$ cat config.mk
export PLATFORM = sky130hd
export DESIGN_NAME = smc_guard
export DESIGN_NICKNAME = d
export VERILOG_FILES = /design/src/rtl/smc_pkg.sv /design/src/rtl/smc_code_tracker.sv /design/src/rtl/smc_pend_queue.sv /design/src/rtl/smc_req_arb.sv /design/src/rtl/smc_guard.sv
export SDC_FILE = /design/constraint.sdc
export NUM_CORES = 2
export LEC_CHECK = 0
export BUFFER_PORTS_ARGS = -buffer_cell sky130_fd_sc_hd__buf_4
export CORE_MARGIN = 10
export CORE_UTILIZATION = 47
export CTS_CLUSTER_DIAMETER = 200
export DETAILED_ROUTE_END_ITERATION = 16
export MAX_ROUTING_LAYER = met4
export PLACE_DENSITY = 0.65
export RECOVER_POWER = 50
export SETUP_SLACK_MARGIN = 0.15
export SLEW_MARGIN = 20
export SYNTH_ARGS = -nofsm -noshare
export SYNTH_HDL_FRONTEND = slang
export SYNTH_SLANG_ARGS = --single-unit
export TNS_END_PERCENT = 5
$ cat constraint.sdc
create_clock -name clk -period 3.2 [get_ports clk]
set_input_delay 0.32 -clock clk [delete_from_list [all_inputs] [get_ports clk]]
set_output_delay 0.32 -clock clk [all_outputs]
set_load 0.03 [all_outputs]
$ cat src/rtl/smc_pkg.sv
package smc_pkg;
  localparam int unsigned DEF_PA_W       = 32;
  localparam int unsigned DEF_PAGE_SHIFT = 12;
  localparam int unsigned DEF_LINE_SHIFT = 5;
  localparam int unsigned DEF_TLB_ENTRIES = 128;
  localparam int unsigned DEF_Q_DEPTH    = 8;

  // recovery action chosen for a fetch in one cycle
  typedef enum logic [1:0] {
    ACT_NONE    = 2'd0,
    ACT_REFETCH = 2'd1,
    ACT_FLUSH   = 2'd2
  } fetch_act_e;
endpackage

$ cat src/rtl/smc_code_tracker.sv
module smc_code_tracker #(
  parameter int unsigned ENTRIES = 128,
  parameter int unsigned PN_W    = 20,
  localparam int unsigned IDX_W  = $clog2(ENTRIES)
) (
  input  logic             clk,
  input  logic             rst,
  input  logic             fill_vld,
  input  logic [IDX_W-1:0] fill_idx,
  input  logic [PN_W-1:0]  fill_page,
  input  logic             inval_vld,
  input  logic [IDX_W-1:0] inval_idx,
  input  logic             look_vld,
  input  logic [PN_W-1:0]  look_page,
  output logic             hit
);
  logic [PN_W-1:0]    page_q [ENTRIES];
  logic [ENTRIES-1:0] mark_q;
  logic [ENTRIES-1:0] match;

  // page numbers: plain write port, no reset
  always_ff @(posedge clk) begin
    if (fill_vld) page_q[fill_idx] <= fill_page;
  end

  // markers: invalidate wins over fill on the same index
  always_ff @(posedge clk) begin
    if (rst) begin
      mark_q <= '0;
    end else begin
      if (fill_vld)  mark_q[fill_idx]  <= 1'b1;
      if (inval_vld) mark_q[inval_idx] <= 1'b0;
    end
  end

  for (genvar g = 0; g < ENTRIES; g++) begin : g_cmp
    assign match[g] = mark_q[g] && (page_q[g] == look_page);
  end

  assign hit = look_vld && (|match);

  p_inval_clears_r3: assert property (@(posedge clk) disable iff (rst)
    inval_vld |=> !mark_q[$past(inval_idx)]);

  p_fill_marks_r2: assert property (@(posedge clk) disable iff (rst)
    (fill_vld && !(inval_vld && inval_idx == fill_idx)) |=> mark_q[$past(fill_idx)]);
endmodule

$ cat src/rtl/smc_pend_queue.sv
module smc_pend_queue #(
  parameter int unsigned DEPTH = 8,
  parameter int unsigned LN_W  = 27,
  localparam int unsigned QI_W = $clog2(DEPTH)
) (
  input  logic            clk,
  input  logic            rst,
  input  logic            wr,
  input  logic [QI_W-1:0] wr_idx,
  input  logic [LN_W-1:0] wr_line,
  input  logic            clr,
  input  logic [QI_W-1:0] clr_idx,
  input  logic            look_vld,
  input  logic [LN_W-1:0] look_line,
  output logic            hit
);
  logic [LN_W-1:0]  line_q [DEPTH];
  logic [DEPTH-1:0] valid_q;
  logic [DEPTH-1:0] match;

  always_ff @(posedge clk) begin
    if (wr) line_q[wr_idx] <= wr_line;
  end

  // clear wins over write on the same index
  always_ff @(posedge clk) begin
    if (rst) begin
      valid_q <= '0;
    end else begin
      if (wr)  valid_q[wr_idx]  <= 1'b1;
      if (clr) valid_q[clr_idx] <= 1'b0;
    end
  end

  for (genvar g = 0; g < DEPTH; g++) begin : g_cmp
    assign match[g] = valid_q[g] && (line_q[g] == look_line);
  end

  assign hit = look_vld && (|match);

  p_clr_clears_r8: assert property (@(posedge clk) disable iff (rst)
    clr |=> !valid_q[$past(clr_idx)]);
endmodule

$ cat src/rtl/smc_req_arb.sv
module smc_req_arb
  import smc_pkg::*;
(
  input  logic clk,
  input  logic rst,
  input  logic code_hit,
  input  logic spec_hit,
  input  logic comm_hit,
  output logic code_wr_o,
  output logic flush_o,
  output logic refetch_o
);
  fetch_act_e act;
  logic       pend_q;

  always_comb begin
    if (comm_hit)                act = ACT_FLUSH;
    else if (spec_hit || pend_q) act = ACT_REFETCH;
    else                         act = ACT_NONE;
  end

  always_ff @(posedge clk) begin
    if (rst) begin
      code_wr_o <= 1'b0;
      flush_o   <= 1'b0;
      refetch_o <= 1'b0;
      pend_q    <= 1'b0;
    end else begin
      code_wr_o <= code_hit;
      flush_o   <= (act == ACT_FLUSH);
      refetch_o <= (act == ACT_REFETCH);
      pend_q    <= (act == ACT_FLUSH);
    end
  end

  p_excl_r7: assert property (@(posedge clk) disable iff (rst)
    !(flush_o && refetch_o));

  p_flush_then_refetch_r6: assert property (@(posedge clk) disable iff (rst)
    flush_o |=> (refetch_o || flush_o));
endmodule

$ cat src/rtl/smc_guard.sv
module smc_guard
  import smc_pkg::*;
#(
  parameter int unsigned PA_W        = DEF_PA_W,
  parameter int unsigned PAGE_SHIFT  = DEF_PAGE_SHIFT,
  parameter int unsigned LINE_SHIFT  = DEF_LINE_SHIFT,
  parameter int unsigned TLB_ENTRIES = DEF_TLB_ENTRIES,
  parameter int unsigned Q_DEPTH     = DEF_Q_DEPTH,
  localparam int unsigned PN_W  = PA_W - PAGE_SHIFT,
  localparam int unsigned LN_W  = PA_W - LINE_SHIFT,
  localparam int unsigned IDX_W = $clog2(TLB_ENTRIES),
  localparam int unsigned QI_W  = $clog2(Q_DEPTH)
) (
  input  logic             clk,
  input  logic             rst,
  input  logic             st_vld,
  input  logic [PA_W-1:0]  st_pa,
  input  logic             fill_vld,
  input  logic [IDX_W-1:0] fill_idx,
  input  logic [PN_W-1:0]  fill_page,
  input  logic             inval_vld,
  input  logic [IDX_W-1:0] inval_idx,
  input  logic             fe_vld,
  input  logic [PA_W-1:0]  fe_pa,
  input  logic             sq_wr,
  input  logic [QI_W-1:0]  sq_wr_idx,
  input  logic [LN_W-1:0]  sq_wr_line,
  input  logic             sq_clr,
  input  logic [QI_W-1:0]  sq_clr_idx,
  input  logic             cq_wr,
  input  logic [QI_W-1:0]  cq_wr_idx,
  input  logic [LN_W-1:0]  cq_wr_line,
  input  logic             cq_clr,
  input  logic [QI_W-1:0]  cq_clr_idx,
  output logic             code_wr_o,
  output logic             flush_o,
  output logic             refetch_o
);
  logic [PN_W-1:0] st_page;
  logic [LN_W-1:0] fe_line;
  logic code_hit, spec_hit, comm_hit;
  logic unused_low_bits;

  assign st_page = st_pa[PA_W-1:PAGE_SHIFT];
  assign fe_line = fe_pa[PA_W-1:LINE_SHIFT];
  assign unused_low_bits = ^{st_pa[PAGE_SHIFT-1:0], fe_pa[LINE_SHIFT-1:0]};

  smc_code_tracker #(.ENTRIES(TLB_ENTRIES), .PN_W(PN_W)) u_track (
    .clk(clk), .rst(rst),
    .fill_vld(fill_vld), .fill_idx(fill_idx), .fill_page(fill_page),
    .inval_vld(inval_vld), .inval_idx(inval_idx),
    .look_vld(st_vld), .look_page(st_page), .hit(code_hit)
  );

  smc_pend_queue #(.DEPTH(Q_DEPTH), .LN_W(LN_W)) u_specq (
    .clk(clk), .rst(rst),
    .wr(sq_wr), .wr_idx(sq_wr_idx), .wr_line(sq_wr_line),
    .clr(sq_clr), .clr_idx(sq_clr_idx),
    .look_vld(fe_vld), .look_line(fe_line), .hit(spec_hit)
  );

  smc_pend_queue #(.DEPTH(Q_DEPTH), .LN_W(LN_W)) u_commq (
    .clk(clk), .rst(rst),
    .wr(cq_wr), .wr_idx(cq_wr_idx), .wr_line(cq_wr_line),
    .clr(cq_clr), .clr_idx(cq_clr_idx),
    .look_vld(fe_vld), .look_line(fe_line), .hit(comm_hit)
  );

  smc_req_arb u_arb (
    .clk(clk), .rst(rst),
    .code_hit(code_hit), .spec_hit(spec_hit), .comm_hit(comm_hit),
    .code_wr_o(code_wr_o), .flush_o(flush_o), .refetch_o(refetch_o)
  );

  p_no_store_no_code_r4: assert property (@(posedge clk) disable iff (rst)
    !st_vld |=> !code_wr_o);

  p_no_fetch_no_flush_r9: assert property (@(posedge clk) disable iff (rst)
    !fe_vld |=> !flush_o);
endmodule

Word-level counts from Yosys, hierarchy flattened
Memory sizes are Yosys's and may differ from the RTL's.
Index checks and enable logic that the tools add are counted.

word-level totals
  register bits after elaboration = 147
  bits in writable memories = 2992
  bits of input ports = 174
  output and inout port bits = 3
  word-level logic and storage cells = 362
  memories kept = 3

operators by class
  $lt $le $gt $ge = 12
  equality and inequality tests = 146
  muxes and demuxes = 29
  bitwise gates (word level) = 9
  reductions and logical operators = 157

memory list
  name            words  bits a word  rd ports  clocked after memory_dff  wr ports  line                    RTL
  u_track.page_q  128    20           128       0                         1         smc_code_tracker.sv:17  logic [PN_W-1:0] page_q [ENTRIES];
  u_commq.line_q  8      27           8         0                         1         smc_pend_queue.sv:17    logic [LN_W-1:0] line_q [DEPTH];
  u_specq.line_q  8      27           8         0                         1         smc_pend_queue.sv:17

operator list
  operator                                                           number
  equality test 20 bit                                               128
  equality test 27 bit                                               16
  two-way mux 128 bit                                                3
  logical AND 1 bit                                                  153
  bitwise AND 128 bit                                                1
  inverter 128 bit                                                   1
  bitwise OR 128 bit                                                 1
  OR reduction 128 bit                                               1
  two-way mux 8 bit                                                  6
  bitwise AND 8 bit                                                  2
  < comparator 3 x 4 -> 1 bit, second input constant                 4
  < comparator 7 x 8 -> 1 bit, second input constant                 2
  inverter 8 bit                                                     2
  bitwise OR 8 bit                                                   2
  OR reduction 8 bit                                                 2
  demux 1 bit (select 7 bit)                                         2
  greater-or-equal comparator 7 x 1 -> 1 bit, second input constant  2
  two-way mux 1 bit                                                  13
  demux 1 bit (select 3 bit)                                         4
  greater-or-equal comparator 3 x 1 -> 1 bit, second input constant  4
  equality test 2 x 1 -> 1 bit, second input constant                1
  equality test 2 bit, second input constant                         1
  two-way mux 2 bit                                                  1
  logical OR 1 bit                                                   1

Logic depth before layout (Yosys ltp)
  depth in word-level cells = 9
  depth in mapped cells = 10

Cells and area by module
A second synthesis with hierarchy kept.

unflattened totals
  cells, all modules = 8168
  area total of the unflattened synthesis = 131238.4 um^2

by module, submodules not included
  module                    instances  cells each  area an instance (um^2)  sequential area each (um^2)
  smc_code_tracker          1          7003        112202.6                 79436.2
  smc_pend_queue (u_specq)  1          579         9482.8                   6646.4
  smc_pend_queue (u_commq)  1          579         9466.6                   6646.4
  smc_req_arb               1          7           86.3                     60.1

Worst setup path before layout
OpenSTA, ideal clock, no wires.

  path kind = input -> register
  from = input fill_idx[6]
  to = memory u_track.page_q[64][0], enable pin
  setup time = 451 ps
  arrival time = 2987 ps
  slack = -238 ps
  stages = 5
  cell sequence = nor2b_1 nor3b_1 nand2b_1 clkbuf_1 nor4_1

RTL lines
  item                line                    RTL
  start: declaration  smc_guard.sv:19         input logic [IDX_W-1:0] fill_idx,
  end: declaration    smc_code_tracker.sv:17

No word-level cell before the write port.

Final worst setup path
  from = input fill_page[5]
  to = memory u_track.page_q[10][5], data pin

RTL lines
  item                line             RTL
  start: declaration  smc_guard.sv:20  input logic [PN_W-1:0] fill_page,

No word-level cell before the write port.

==> summary.md <==
| Metric | Value |
|---|---|
| Outcome | `finished, violations left` |
| Failing checks | `max-capacitance violations, max-slew violations` |
| Hold Path Class | `input port to flip-flop` |
| Crit-path max FO | `49` |
| Largest net degree at the start of global routing | `74` |
| Area Growth Syn to Fin | `17.1%` |
| Synthesized instance count | `8,171` |
| Synth Warn # | `0` |
| Area leader, netlist | `edfxtp_1` |
| Crit path top cell by count | `clkbuf_2` |
| Share of synthesized registers carrying an async set or reset | `0%` |
| Root buf cell | `clkbuf_16` |
| First-pass GRT wire length | `577 mm` |
| Longest Clk Path Bufs | `4` |
| # resized after CTS | `0` |
| MaxCap Viol Count | `41` |
| Simple-gate share of the synthesized area | `6.04%` |
| Tcrit/Tclk final | `93.9%` |
| Min-Delay Path Depth | `4` |
| Critical Setup Path Class | `input port to flip-flop` |
| Minimum clock period | `3.01 ns` |
| Num Clock Sinks | `3,139` |
| Die width | `548 µm` |
| Slew Limit Fails | `1,530` |
| Fin Hold WS | `0.0592 ns` |
| Design Area, Final | `153,000 µm²` |
| Number of DRC markers in iteration 0 | `10,700` |
| Synth Area in XOR/XNOR | `20.0%` |
| # DRC | `0` |
| Finish-stage setup viols | `0` |
| RSZ-0062 raised after global routing | `no` |
| Adder-cell area share of the yosys netlist | `0%` |
| Req. time, crit path | `3.75 ns` |
| Avg WL per Cell | `31.7 µm` |
| Top_reg_cell synth | `edfxtp_1` |
| Most frequent cells after synthesis | `edfxtp_1 (2,992), xor2_1 (2,633), nor4_1 (596), xnor2_1 (358), nor2_1 (301)` |
| CP endpoint kind | `flip-flop` |
| EDFF count, synth | `2,992` |
| Post-Syn Area | `131,000 µm²` |
| Layout Utilization | `55.3%` |
| Compound-Gate Fraction of Synth Area | `1.18%` |
| Synth area leaders | `edfxtp_1 (69%), xor2_1 (18%), nor4_1 (2.8%), xnor2_1 (2.4%), dfxtp_1 (2.2%)` |
| Syn Nets | `8,345` |
| Port bufs | `159` |
| Congestion Overflow GR | `0` |
| Cell variety after synth | `32` |
| Final hold viol count | `0` |
| Finished Layout Cells | `13,000` |
| Mux cell area share after synthesis | `0%` |
| Via-to-Cell Ratio | `5.87` |
| Top Ports | `177` |
| Syn Area/Cell | `16.0 µm²` |
| Die area | `300,000 µm²` |
| Clk_lat worst skew | `0.97 ns` |
| Post-route ant nets | `0` |
| TritonRoute pass-1 iters | `6` |
| Initial antenna violation count | `26` |
| Inserted Clock Buffers | `328` |
| Global placer's final weighted congestion | `0.871` |
| Placement Cell Area | `142,000 µm²` |
| Slowest cell delay on critical path | `1.51 ns` |
| Yosys reg bits | `3,139` |
| Ratio of total power to cell area | `591 nW/µm²` |
| Slew headroom | `-98.8%` |
| Final WL | `413 mm` |
| R2R depth | `7` |
| CORE AREA | `277,000 µm²` |
| Row count | `193` |
| Vias | `76,500` |
| P_leak | `51.3 nW` |
| Clock slew at reported path FFs | `0.06 ns` |
| Share of post-route cells with drive strength above 1 | `14.3%` |
| Die height | `548 µm` |
| Worst VDD drop | `0.000492 V` |
| Crit path DAT | `3.55 ns` |
| Cell Chain, Critical Path | `dlygate4sd3_1 -> clkbuf_2 -> clkbuf_2` |
| Htree depth | `5` |
| Top-count cell post-synth | `edfxtp_1` |
| Clk_skew | `0.0541 ns` |
| Least-Margin Pin Slew | `2.98 ns` |
| Setup crit start kind | `input port` |
| Post-placement cell count | `12,300` |
| Vias in the first global route | `75,700` |
| CTS tree | `built` |
| Initial Util | `47.3%` |
| CP max-delay cell | `clkbuf_2` |
| Setup TNS | `0 ns` |
| Largest family of logic cells by synthesized area | `XOR/XNOR gates` |
| Top cell type's share of synthesized area | `68.6%` |
| Register area share after synthesis | `70.9%` |
| Fin nets | `9,227` |
| GRT Total Usage | `27.4%` |
| Final HPWL DP | `241 mm` |
| Fmax | `333 MHz` |
[sequential cells by signal, summed over array words and instances (netlist names)]
name and cells:
u_track.mark_q 128, u_arb.flush_o 1, u_specq.valid_q 8, u_track.page_q 2560, u_specq.line_q 216, u_commq.line_q 216
u_arb.code_wr_o 1, u_commq.valid_q 8, u_arb.refetch_o 1
[cell families (layout without fill, tap and decap cells)]
| logic type | after synthesis | after routing |
|---|---|---|
| flip-flops | 3139 | 3139 |
| AO/OA/AOI/OAI | 216 | 216 |
| buffers and inverters | 380 | 1537 |
| XOR/XNOR | 2991 | 2991 |
| other | 0 | 15 |
| AND/OR/NAND/NOR | 1445 | 1445 |
[timing repair]
action	in CTS	in global routing
hold endpoints to repair	1090	0
buffers inserted	0	0
hold buffers	103	0
[cell usage in the layout, fill, tap and decap left out, types with 4 or more instances in the layout]
cell / Yosys / layout
clkinv_2: 0 / 44
clkinv_16: 0 / 7
clkbuf_1: 38 / 184
nor3_2: 0 / 7
buf_12: 0 / 147
a311oi_1: 7 / 7
inv_16: 0 / 10
nand2_1: 19 / 18
nor2_1: 301 / 184
inv_1: 4 / 4
xor2_1: 2633 / 2633
clkbuf_2: 0 / 37
buf_8: 0 / 20
dlygate4sd3_1: 0 / 103
nor2b_1: 12 / 12
nand3b_1: 4 / 4
buf_4: 215 / 515
o22ai_1: 66 / 66
clkbuf_8: 0 / 45
or2_2: 5 / 5
dfxtp_1: 147 / 147
nor3_1: 140 / 132
clkinv_1: 0 / 46
diode_2: 0 / 15
a211oi_1: 135 / 135
xnor2_1: 358 / 358
edfxtp_1: 2992 / 2992
nand4_1: 213 / 213
bufinv_16: 0 / 28
clkbuf_16: 0 / 331
nand2b_1: 14 / 14
nor4_1: 596 / 592
clkinv_8: 0 / 5
nor2_2: 0 / 115
nand3_1: 138 / 136
[per-stage QoR]
step                      total power [mW]  worst slack, ns
after global placement                52.2           -0.234
final                                 90.5            0.195
after CTS                             90.8            0.558
after global routing                  92.7            0.226
after floorplan                       49.0           -0.204
after detailed placement              52.2           -0.158
[final timing paths]
kind / start / end / slack (ns)
worst max-delay path: fill_page[5] / u_track.page_q[10][5] / 0.19
worst min-delay path: inval_idx[4] / u_track.mark_q[73] / 0.06
worst max register to register: u_track.page_q[59][14] / u_arb.code_wr_o / 0.50
worst min register to register: u_arb.flush_o / u_arb.refetch_o / 0.47
[report_power, final]
group | internal [mW] | switching (mW)
registers | 45.3 | 0.129
logic | 1.88 | 4.19
clock network | 22.5 | 16.5
[worst max-delay path, delay by kind of cell]
family,cells,cell delay [ns]
buffers and inverters,3,3.00
[per-layer routing]
metal | wire length (µm) | up-vias | track usage (%)
met3 | 42100 | 701 | 4.21
li1 | - | 31800 | -
met4 | 12700 | 0 | 7.06
met1 | 166000 | 39800 | 38.0
met2 | 192000 | 4304 | 42.7
met5 | 0 | - | -
[final cells by class]
type / instances / area, µm²
timing repair buffer: 928 / 8760
antenna: 15 / 37.5
clock inverter: 147 / 1790
fill: 21800 / 124000
sequential: 3139 / 92800
multi-input combinational: 4652 / 36000
tap: 3705 / 4640
clock buffer: 458 / 9200
inverter: 4 / 15.0
(Power assumes the default switching activity.)
